[src/rtl/hp_pkg.sv]
package hp_pkg;
  typedef enum logic [1:0] {
    EV_COLD   = 2'd0,
    EV_INSERT = 2'd1,
    EV_REMOVE = 2'd2,
    EV_NONE   = 2'd3
  } hp_evt_e;

  typedef enum logic {
    ST_IDLE  = 1'b0,
    ST_DRAIN = 1'b1
  } hp_state_e;
endpackage

[src/rtl/hp_gpe.sv]
module hp_gpe #(
  parameter int EN_W = 16
) (
  input  logic            clk,
  input  logic            rst_n,
  input  logic            set_i,
  input  logic            wr_i,
  input  logic            clr_bit_i,
  input  logic [EN_W-1:0] en_wdata_i,
  output logic            sts_o,
  output logic [EN_W-1:0] en_o
);
  logic sts_q, sts_d;
  logic [EN_W-1:0] en_q;

  always_comb begin
    sts_d = sts_q;
    if (wr_i && clr_bit_i) sts_d = 1'b0;
    if (set_i) sts_d = 1'b1;
  end

  always_ff @(posedge clk or negedge rst_n) begin
    if (!rst_n) begin
      sts_q <= 1'b0;
      en_q  <= '0;
    end else begin
      sts_q <= sts_d;
      if (wr_i) en_q <= en_wdata_i;
    end
  end

  assign sts_o = sts_q;
  assign en_o  = en_q;

  AST_GPE_SET_WINS: assert property (@(posedge clk) disable iff (!rst_n)
    set_i |=> sts_q);
  AST_GPE_W1C: assert property (@(posedge clk) disable iff (!rst_n)
    (wr_i && clr_bit_i && !set_i) |=> !sts_q);
endmodule

[src/rtl/hp_slot_maps.sv]
module hp_slot_maps
  import hp_pkg::*;
#(
  parameter int SLOTS = 32,
  localparam int SW = $clog2(SLOTS)
) (
  input  logic             clk,
  input  logic             rst_n,
  input  logic             evt_valid,
  input  hp_evt_e          evt_kind,
  input  logic [SW-1:0]    evt_slot,
  input  logic             ej_req,
  input  logic [SLOTS-1:0] ej_data,
  input  logic [SLOTS-1:0] slot_fixed,
  input  logic [SLOTS-1:0] slot_populated,
  input  logic             rebuild_req,
  output logic [SLOTS-1:0] present_o,
  output logic [SLOTS-1:0] removable_o,
  output logic [SLOTS-1:0] down_o,
  output logic             hot_evt_o,
  output logic             busy_o
);
  function automatic logic [SW-1:0] lowest_set(input logic [SLOTS-1:0] v);
    logic [SW-1:0] idx;
    idx = '0;
    for (int i = SLOTS - 1; i >= 0; i--) begin
      if (v[i]) idx = SW'(i);
    end
    return idx;
  endfunction

  hp_state_e state_q, state_d;
  logic [SLOTS-1:0] present_q, present_d;
  logic [SLOTS-1:0] removable_q, removable_d;
  logic [SLOTS-1:0] down_q, down_d;
  logic busy, evt_ok, ej_ok, maps_en;
  logic [SW-1:0] ej_slot, drain_slot;

  assign busy       = (state_q == ST_DRAIN);
  assign evt_ok     = evt_valid && !busy && (evt_kind != EV_NONE) &&
                      (int'(evt_slot) < SLOTS);
  assign ej_ok      = ej_req && !busy && (|ej_data);
  assign ej_slot    = lowest_set(ej_data);
  assign drain_slot = lowest_set(down_q);
  assign maps_en    = evt_ok || ej_ok || busy || rebuild_req;

  always_comb begin
    state_d     = state_q;
    present_d   = present_q;
    removable_d = removable_q;
    down_d      = down_q;
    case (state_q)
      ST_IDLE: begin
        if (ej_ok) begin
          down_d[ej_slot] = 1'b0;
          if (!slot_fixed[ej_slot]) present_d[ej_slot] = 1'b0;
        end
        if (evt_ok) begin
          if (evt_kind == EV_REMOVE) down_d[evt_slot] = 1'b1;
          else                       present_d[evt_slot] = 1'b1;
        end
        if (rebuild_req) state_d = ST_DRAIN;
      end
      default: begin
        if (|down_q) begin
          down_d[drain_slot] = 1'b0;
          if (!slot_fixed[drain_slot]) present_d[drain_slot] = 1'b0;
        end else begin
          removable_d = ~slot_fixed;
          present_d   = slot_populated;
          state_d     = ST_IDLE;
        end
      end
    endcase
  end

  always_ff @(posedge clk or negedge rst_n) begin
    if (!rst_n) begin
      state_q     <= ST_IDLE;
      present_q   <= '0;
      removable_q <= '1;
      down_q      <= '0;
    end else if (maps_en) begin
      state_q     <= state_d;
      present_q   <= present_d;
      removable_q <= removable_d;
      down_q      <= down_d;
    end
  end

  assign present_o   = present_q;
  assign removable_o = removable_q;
  assign down_o      = down_q;
  assign busy_o      = busy;
  assign hot_evt_o   = evt_ok && (evt_kind != EV_COLD);

  AST_EJECT_CLEARS_DOWN: assert property (@(posedge clk) disable iff (!rst_n)
    (ej_ok && !(evt_ok && evt_kind == EV_REMOVE)) |=> !down_q[$past(ej_slot)]);
  AST_FIXED_KEEPS_PRESENT: assert property (@(posedge clk) disable iff (!rst_n)
    (ej_ok && slot_fixed[ej_slot] && present_q[ej_slot]) |=> present_q[$past(ej_slot)]);
  AST_DRAIN_EMPTY: assert property (@(posedge clk) disable iff (!rst_n)
    $fell(busy) |-> (down_q == '0));
  AST_ZERO_EJECT: assert property (@(posedge clk) disable iff (!rst_n)
    (ej_req && ej_data == '0 && !evt_valid && !busy && !rebuild_req) |=> $stable(down_q) && $stable(present_q));
endmodule

[src/rtl/hp_io_regs.sv]
module hp_io_regs #(
  parameter int          SLOTS    = 32,
  parameter int          EN_W     = 16,
  parameter logic [15:0] A_UP     = 16'hAE00,
  parameter logic [15:0] A_DOWN   = 16'hAE04,
  parameter logic [15:0] A_EJECT  = 16'hAE08,
  parameter logic [15:0] A_REMOV  = 16'hAE0C,
  parameter logic [15:0] A_GPE    = 16'hAFE0
) (
  input  logic             io_wr,
  input  logic             io_rd,
  input  logic [15:0]      io_addr,
  input  logic [SLOTS-1:0] present_i,
  input  logic [SLOTS-1:0] removable_i,
  input  logic [SLOTS-1:0] down_i,
  input  logic             gpe_sts_i,
  input  logic [EN_W-1:0]  gpe_en_i,
  output logic             ej_req_o,
  output logic             gpe_wr_o,
  output logic [31:0]      io_rdata
);
  assign ej_req_o = io_wr && (io_addr == A_EJECT);
  assign gpe_wr_o = io_wr && (io_addr == A_GPE);

  always_comb begin
    io_rdata = '0;
    if (io_rd) begin
      case (io_addr)
        A_UP:    io_rdata = 32'(present_i & removable_i);
        A_DOWN:  io_rdata = 32'(down_i);
        A_REMOV: io_rdata = 32'(removable_i);
        A_GPE:   io_rdata = {gpe_en_i, 14'd0, gpe_sts_i, 1'b0};
        default: io_rdata = '0;
      endcase
    end
  end
endmodule

[src/rtl/slot_hotplug_ctrl.sv]
module slot_hotplug_ctrl
  import hp_pkg::*;
#(
  parameter int SLOTS = 32,
  parameter int EN_W  = 16,
  localparam int SW = $clog2(SLOTS)
) (
  input  logic             clk,
  input  logic             rst_n,
  input  logic             evt_valid,
  input  logic [1:0]       evt_kind,
  input  logic [SW-1:0]    evt_slot,
  input  logic [SLOTS-1:0] slot_fixed,
  input  logic [SLOTS-1:0] slot_populated,
  input  logic             rebuild_req,
  input  logic             io_wr,
  input  logic             io_rd,
  input  logic [15:0]      io_addr,
  input  logic [31:0]      io_wdata,
  output logic [31:0]      io_rdata,
  output logic             gpe_hp_sts,
  output logic             busy
);
  logic [SLOTS-1:0] present, removable, down;
  logic [EN_W-1:0]  gpe_en;
  logic ej_req, gpe_wr, hot_evt;

  hp_slot_maps #(.SLOTS(SLOTS)) u_maps (
    .clk(clk), .rst_n(rst_n),
    .evt_valid(evt_valid), .evt_kind(hp_evt_e'(evt_kind)), .evt_slot(evt_slot),
    .ej_req(ej_req), .ej_data(io_wdata[SLOTS-1:0]),
    .slot_fixed(slot_fixed), .slot_populated(slot_populated),
    .rebuild_req(rebuild_req),
    .present_o(present), .removable_o(removable), .down_o(down),
    .hot_evt_o(hot_evt), .busy_o(busy)
  );

  hp_gpe #(.EN_W(EN_W)) u_gpe (
    .clk(clk), .rst_n(rst_n),
    .set_i(hot_evt), .wr_i(gpe_wr), .clr_bit_i(io_wdata[1]),
    .en_wdata_i(io_wdata[31:32-EN_W]),
    .sts_o(gpe_hp_sts), .en_o(gpe_en)
  );

  hp_io_regs #(.SLOTS(SLOTS), .EN_W(EN_W)) u_regs (
    .io_wr(io_wr), .io_rd(io_rd), .io_addr(io_addr),
    .present_i(present), .removable_i(removable), .down_i(down),
    .gpe_sts_i(gpe_hp_sts), .gpe_en_i(gpe_en),
    .ej_req_o(ej_req), .gpe_wr_o(gpe_wr), .io_rdata(io_rdata)
  );

  AST_COLD_SILENT: assert property (@(posedge clk) disable iff (!rst_n)
    (evt_valid && evt_kind == 2'd0 && !gpe_hp_sts) |=> !gpe_hp_sts);
  AST_BUSY_NO_EVENT: assert property (@(posedge clk) disable iff (!rst_n)
    (busy && !gpe_hp_sts) |=> !gpe_hp_sts);
  AST_HOT_RAISES: assert property (@(posedge clk) disable iff (!rst_n)
    (evt_valid && !busy && (evt_kind == 2'd1 || evt_kind == 2'd2)) |=> gpe_hp_sts);
endmodule

[config.mk]
export PLATFORM = sky130hd
export DESIGN_NAME = slot_hotplug_ctrl
export DESIGN_NICKNAME = d
export VERILOG_FILES = /design/src/rtl/hp_pkg.sv /design/src/rtl/hp_gpe.sv /design/src/rtl/hp_slot_maps.sv /design/src/rtl/hp_io_regs.sv /design/src/rtl/slot_hotplug_ctrl.sv
export SDC_FILE = /design/constraint.sdc
export NUM_CORES = 1
export LEC_CHECK = 0
export ABC_CLOCK_PERIOD_IN_PS = 3300
export CORE_MARGIN = 2
export CORE_UTILIZATION = 53
export CTS_BUF_LIST = sky130_fd_sc_hd__clkbuf_4 sky130_fd_sc_hd__clkbuf_8
export DETAILED_ROUTE_END_ITERATION = 8
export DONT_BUFFER_PORTS = 1
export GPL_TIMING_DRIVEN = 0
export PLACE_DENSITY_LB_ADDON = 0.15
export SLEW_MARGIN = 5
export SYNTH_ARGS = -nofsm -noshare
export SYNTH_HDL_FRONTEND = slang
export SYNTH_SLANG_ARGS = --single-unit
[constraint.sdc]
create_clock -name clk -period 3.3 [get_ports clk]
set_input_delay 0.66 -clock clk [delete_from_list [all_inputs] [get_ports clk]]
set_output_delay 0.66 -clock clk [all_outputs]
set_load 0.05 [all_outputs]
# Word-level counts from Yosys, hierarchy flattened
# Index checks and enable logic that the tools add are counted.
# totals
reg_bits	114
in_bits	125
word_cells	149
# op_classes
bitwise_logic	11
n_reduce_logical	22
eq_ne	9
magnitude_cmp	6
muxes	95
# ops
op	count
$mux 32	15
$mux 5	64
$and 32x32->32	5
$pmux 32 s4	1
$not 32->32	3
$eq 16x16->1 const B	5
$or 32x32->32	2
$reduce_or 32->1	2
$lt 5x6->1 const B	3
$demux 1 s5	3
$ge 5x1->1 const B	3
$logic_and 1x1->1	11
$bmux 1 s5	2
$mux 1	10
$ne 2x2->1 const B	2
$reduce_and 2->1	2
$reduce_bool 2->1	2
$logic_or 1x1->1	3
$ne 3x3->1 const B	1
$reduce_and 3->1	1
$eq 2x2->1 const B	1
$logic_not 1->1	1
$not 1->1	1

# Depth between registers and ports, before layout
# logic_depth
word_depth	45
mapped_depth	11

# Hierarchy
# From an unflattened synthesis, not the netlist that was laid out.
# unflattened
cells_unflattened	1116
hier_area_um2	8793.4
# modules_own_cells
mod	area_each_um2	instances	cells_each
hp_slot_maps	7004.2	1	897
hp_io_regs	1107.3	1	182
hp_gpe	681.9	1	37

# Worst setup path after synthesis
# Ideal clock, no wire load.
# synth_path
kind	in2out
start	input port io_addr[8]
end	output port io_rdata[27]
stages	7
t_required_ps	2640
path_slack_ps	-164
arrival_time_ps	2804
path_cell_list	nor4_1 -> nand3_1 -> nor4b_1 -> nor2b_1 -> clkbuf_1 -> a222oi_1 -> nor2_1
# synth_via
elab_chain_cells	3
elab_cells_between_ends	6
# synth_lines
element	line_no	source
start: declaration	slot_hotplug_ctrl.sv:18	input logic [15:0] io_addr,
$eq 16x16->1	hp_io_regs.sv:28	case (io_addr)
$pmux 32 s4 *	hp_io_regs.sv:28	
$mux 32 *	hp_io_regs.sv:27	if (io_rd) begin
end: declaration	slot_hotplug_ctrl.sv:20	output logic [31:0] io_rdata,
# Mark *: on every way between the ends. The rest lies on a longest branch, timed or not.

# Worst setup path after layout
# layout_path
start	register u_maps.down_q[5], in the netlist u_maps.down_o[5]
end	register u_maps.present_q[6], in the netlist u_maps.present_o[6]
# layout_via
elab_chain_cells	15
elab_cells_between_ends	21
# layout_lines
element	line_no	source
start: declaration	hp_slot_maps.sv:35	logic [SLOTS-1:0] down_q, down_d;
start signal: assignment	hp_slot_maps.sv:87	down_q <= down_d;
$mux 5 (6 in a row)	hp_slot_maps.sv:27	if (v[i]) idx = SW'(i);
$lt 5x6->1 (not written as such) or $ge 5x1->1 (tied branches)	hp_slot_maps.sv:67	if (!slot_fixed[drain_slot]) present_d[drain_slot] = 1'b0;
$logic_and 1x1->1 (not written as such)	hp_slot_maps.sv:67	
$mux 1 (not written as such)	hp_slot_maps.sv:67	
$demux 1 s5	--	
$not 32->32 (no source line)	--	
$and 32x32->32 (no source line)	--	
$mux 32	hp_slot_maps.sv:67	
$mux 32	hp_slot_maps.sv:65	if (|down_q) begin
$mux 32	hp_slot_maps.sv:52	case (state_q)
end signal: assignment	hp_slot_maps.sv:85	present_q <= present_d;
end: declaration	hp_slot_maps.sv:33	logic [SLOTS-1:0] present_q, present_d;
# Parallel ways exist; a longest one is shown, timed or not. The select of a mux whose other input is x is not followed.
# A chain may end at the register's enable or synchronous reset.

==> impl_metrics.json <==
{
  "grt_pass1_vias": 9643,
  "drt_first_pass_iters": 8,
  "nets": 1274,
  "grt_usage": 0.4861,
  "synth-compound-area-share": 0.3428,
  "setup_violations": 2,
  "p_leak_nw": 4.029,
  "area_growth_pct": 14.34,
  "synthAdderAreaFrac": 0,
  "slew_violations": 0,
  "numCtsBuffers": 17,
  "antenna_found_initial": 2,
  "synth_seq_cells": 114,
  "clk_pin_slew_worst_paths_ns": 0.08,
  "critPathArrivalTime_ns": 3.67,
  "ys.flop_type": "dfrtp_1",
  "max_stage_delay_ns": 0.54,
  "vias": 10470,
  "outcome": "finished, violations left",
  "yosys.area_share.simple": 0.2526,
  "hold_viol": 0,
  "end_kind": "flop",
  "path_max_fanout": 10,
  "hpwl_um": 32710,
  "critPathSlowestCell": "a2111oi_0",
  "grt_overflow": 0,
  "grt_pass1_wl_um": 63340,
  "synth_cells": 1119,
  "core-area_mm2": 0.01652,
  "finalCriticalPeriod_ns": 3.319,
  "pre_cts_ws_ns": -0.5421,
  "die-width_um": 133.7,
  "drtIter0Drc": 1685,
  "wl_per_cell_um": 31.68,
  "cts_max_level": 4,
  "fin_skew_ns": 0.01037,
  "cp_cell_sequence": "clkbuf_1 > nor4_2 > and3_1 > a211oi_4 > nor2_1 > clkbuf_4 > nand2_1 > a2111oi_0 > a21oi_1",
  "clk_latency_ns": 0.48,
  "setup_ws_ns": -0.01916,
  "criticalPathCategory": "flop to flop",
  "drive_gt1_frac": 0.1979,
  "start_kind": "flop",
  "die_area_mm2": 0.01788,
  "cts_tree": "built",
  "crit_required_ns": 3.65,
  "place.gp.congestion": 1.005,
  "ys_seq_area_frac": 0.3243,
  "yosysUniqueCellTypes": 85,
  "violations": "setup timing",
  "port_buffers": 0,
  "start_util": 0.5398,
  "power_density_mw_per_mm2": 963.1,
  "viasPerCell": 7.568,
  "worst_pin_slew_ns": 1.197,
  "syn_area_per_cell_um2": 7.971,
  "whs_ns": 0.02501,
  "clkSinkCount": 114,
  "syn_nets": 1244,
  "synth_warnings": 0,
  "synthArstFlopShare": 1.000,
  "maxCapViolCount": 0,
  "synth_edf_count": 0,
  "clockRootBuffer": "clkbuf_8",
  "synthXorXnorAreaFrac": 0.0009819,
  "grt_max_degree": 83,
  "ant_nets": 0,
  "clockBufferDepth": 2,
  "fmax_ghz": 0.3013,
  "fin_crit_sh": 1.006,
  "ios": 159,
  "netlist_area_mm2": 0.008920,
  "routed_wl_um": 43850,
  "synthMuxAreaShare": 0.02721,
  "vdd_drop_max_uv": 1258,
  "synth_top_family_by_area": "compound AO/OA/AOI/OAI gates",
  "worstHoldPathType": "input pin to asynchronous set/reset pin",
  "slew_headroom": 0.1988,
  "drc_errors": 0,
  "rows": 47,
  "fp.dieH_um": 133.7
}
-- state kept, by name, indices dropped and copies added (netlist names) --
name and count:
u_maps.removable_o 32, u_maps.down_o 32, u_maps.present_o 32, u_gpe.en_o 16, u_gpe.sts_o 1, u_maps.busy_o 1
-- metrics by stage --
stage / TNS (ns) / total power, mW / area (um2) / utilization / instances
CTS: 0 / 9.076 / 10010 / 0.6060 / 1376
floorplan: -0.07123 / 5.512 / 8995 / - / 1119
global route: -0.8852 / 9.986 / 10190 / 0.6169 / 1382
global placement: -34.12 / 7.463 / 9270 / 0.5610 / 1339
detailed placement: -34.87 / 7.505 / 9286 / 0.5620 / 1339
finish: -0.02158 / 9.822 / 10200 / 0.6172 / 1384
-- worst max-delay path, delay by kind of cell (launching register included) --
kind / cells / cell delay, ns
simple gates: 4 / 1.34
compound gates: 3 / 0.82
buf+inv: 2 / 0.65
flops: 1 / 0.37
-- power breakdown --
group / internal (mW) / leakage (nW) / switching [mW]
combinational: 2.02 / 2.39 / 4.38
sequential: 1.63 / 1.46 / 0.411
clock: 0.675 / 0.187 / 0.701
-- cell families (layout without fill, tap and decap cells) --
group | count (synthesis) | count (layout)
compound gates | 425 | 425
xor+xnor | 1 | 1
buf+inv | 110 | 153
flops | 114 | 114
mux | 22 | 22
other cells | 0 | 2
simple gates | 447 | 447
-- synth_stat cells (10+ instances only) --
cell	n	area share
a22o_1	26	0.026
dfrtp_1	82	0.23
mux2_2	14	0.018
nor2_1	121	0.051
clkbuf_1	54	0.023
nor4_1	33	0.023
dfstp_2	32	0.094
a41oi_1	10	0.0098
nand3_1	17	0.0095
nand2_1	149	0.063
o211ai_1	13	0.011
o31ai_1	11	0.0093
buf_2	17	0.0095
or4_1	10	0.0084
or3_1	10	0.0070
inv_1	24	0.010
a221oi_1	12	0.012
o21ai_0	83	0.047
a222oi_1	17	0.019
a211oi_1	16	0.013
nor3_1	27	0.015
a21oi_1	88	0.049
and3_1	10	0.0070
nand2b_1	12	0.0084
a22oi_1	33	0.028
-- metal layers --
layer,track usage,vias to the layer above,wire (um)
met5,0,-,108
met4,0.1684,4,1689
met3,0.2310,142,7553
met2,0.6897,918,18240
met1,0.6479,5041,16260
li1,-,4369,-
-- worst paths after layout --
| check | depth (start not counted) | slack (ns) | endpoint | from |
|---|---|---|---|---|
| max in group asynchronous | 1 | 2.85 | u_gpe.en_o[12]$_DFFE_PN0P_ | rst_n |
| min in group clk | 1 | 0.24 | u_maps.removable_o[5]$_DFFE_PN1P_ | slot_fixed[5] |
| worst max register to register | 9 | -0.02 | u_maps.present_o[6]$_DFFE_PN0P_ | u_maps.down_o[5]$_DFFE_PN0P_ |
| worst max-delay path | 9 | -0.02 | u_maps.present_o[6]$_DFFE_PN0P_ | u_maps.down_o[5]$_DFFE_PN0P_ |
| worst min-delay path | 0 | 0.03 | u_maps.removable_o[27]$_DFFE_PN1P_ | rst_n |
| worst min register to register | 2 | 0.48 | u_maps.removable_o[18]$_DFFE_PN1P_ | u_maps.removable_o[18]$_DFFE_PN1P_ |
-- final cells by class --
class | count | area (um2)
clock buffer | 17 | 234.0
antenna | 2 | 5.005
multi-input combinational | 895 | 6026
sequential | 114 | 2894
tap | 220 | 275.3
buffer | 84 | 399.1
clock inverter | 15 | 160.2
timing repair buffer | 12 | 110.1
inverter | 25 | 95.09
fill | 1502 | 6326
-- cell usage in the layout (no fill, tap or decap), drive strengths merged, types with 26 or more instances in the layout --
| cell | n |
|---|---|
| a21oi | 88 |
| dfrtp | 82 |
| clkbuf | 72 |
| nor2 | 122 |
| a22oi | 33 |
| a22o | 26 |
| inv | 27 |
| nand2 | 150 |
| o21ai | 88 |
| nor3 | 27 |
| buf | 41 |
| nor4 | 44 |
| dfstp | 32 |
-- repair_timing --
item                                    in CTS  in global routing
pin swaps                                    5                 13
buffers inserted                             4                  7
cloned                                       0                  0
endpoints found under the setup margin     127                106
gates resized for setup                     67                 28
hold endpoints to repair                    82                  0
hold buffers                                 1                  0
No activity file was read; power rests on OpenSTA's default activity.
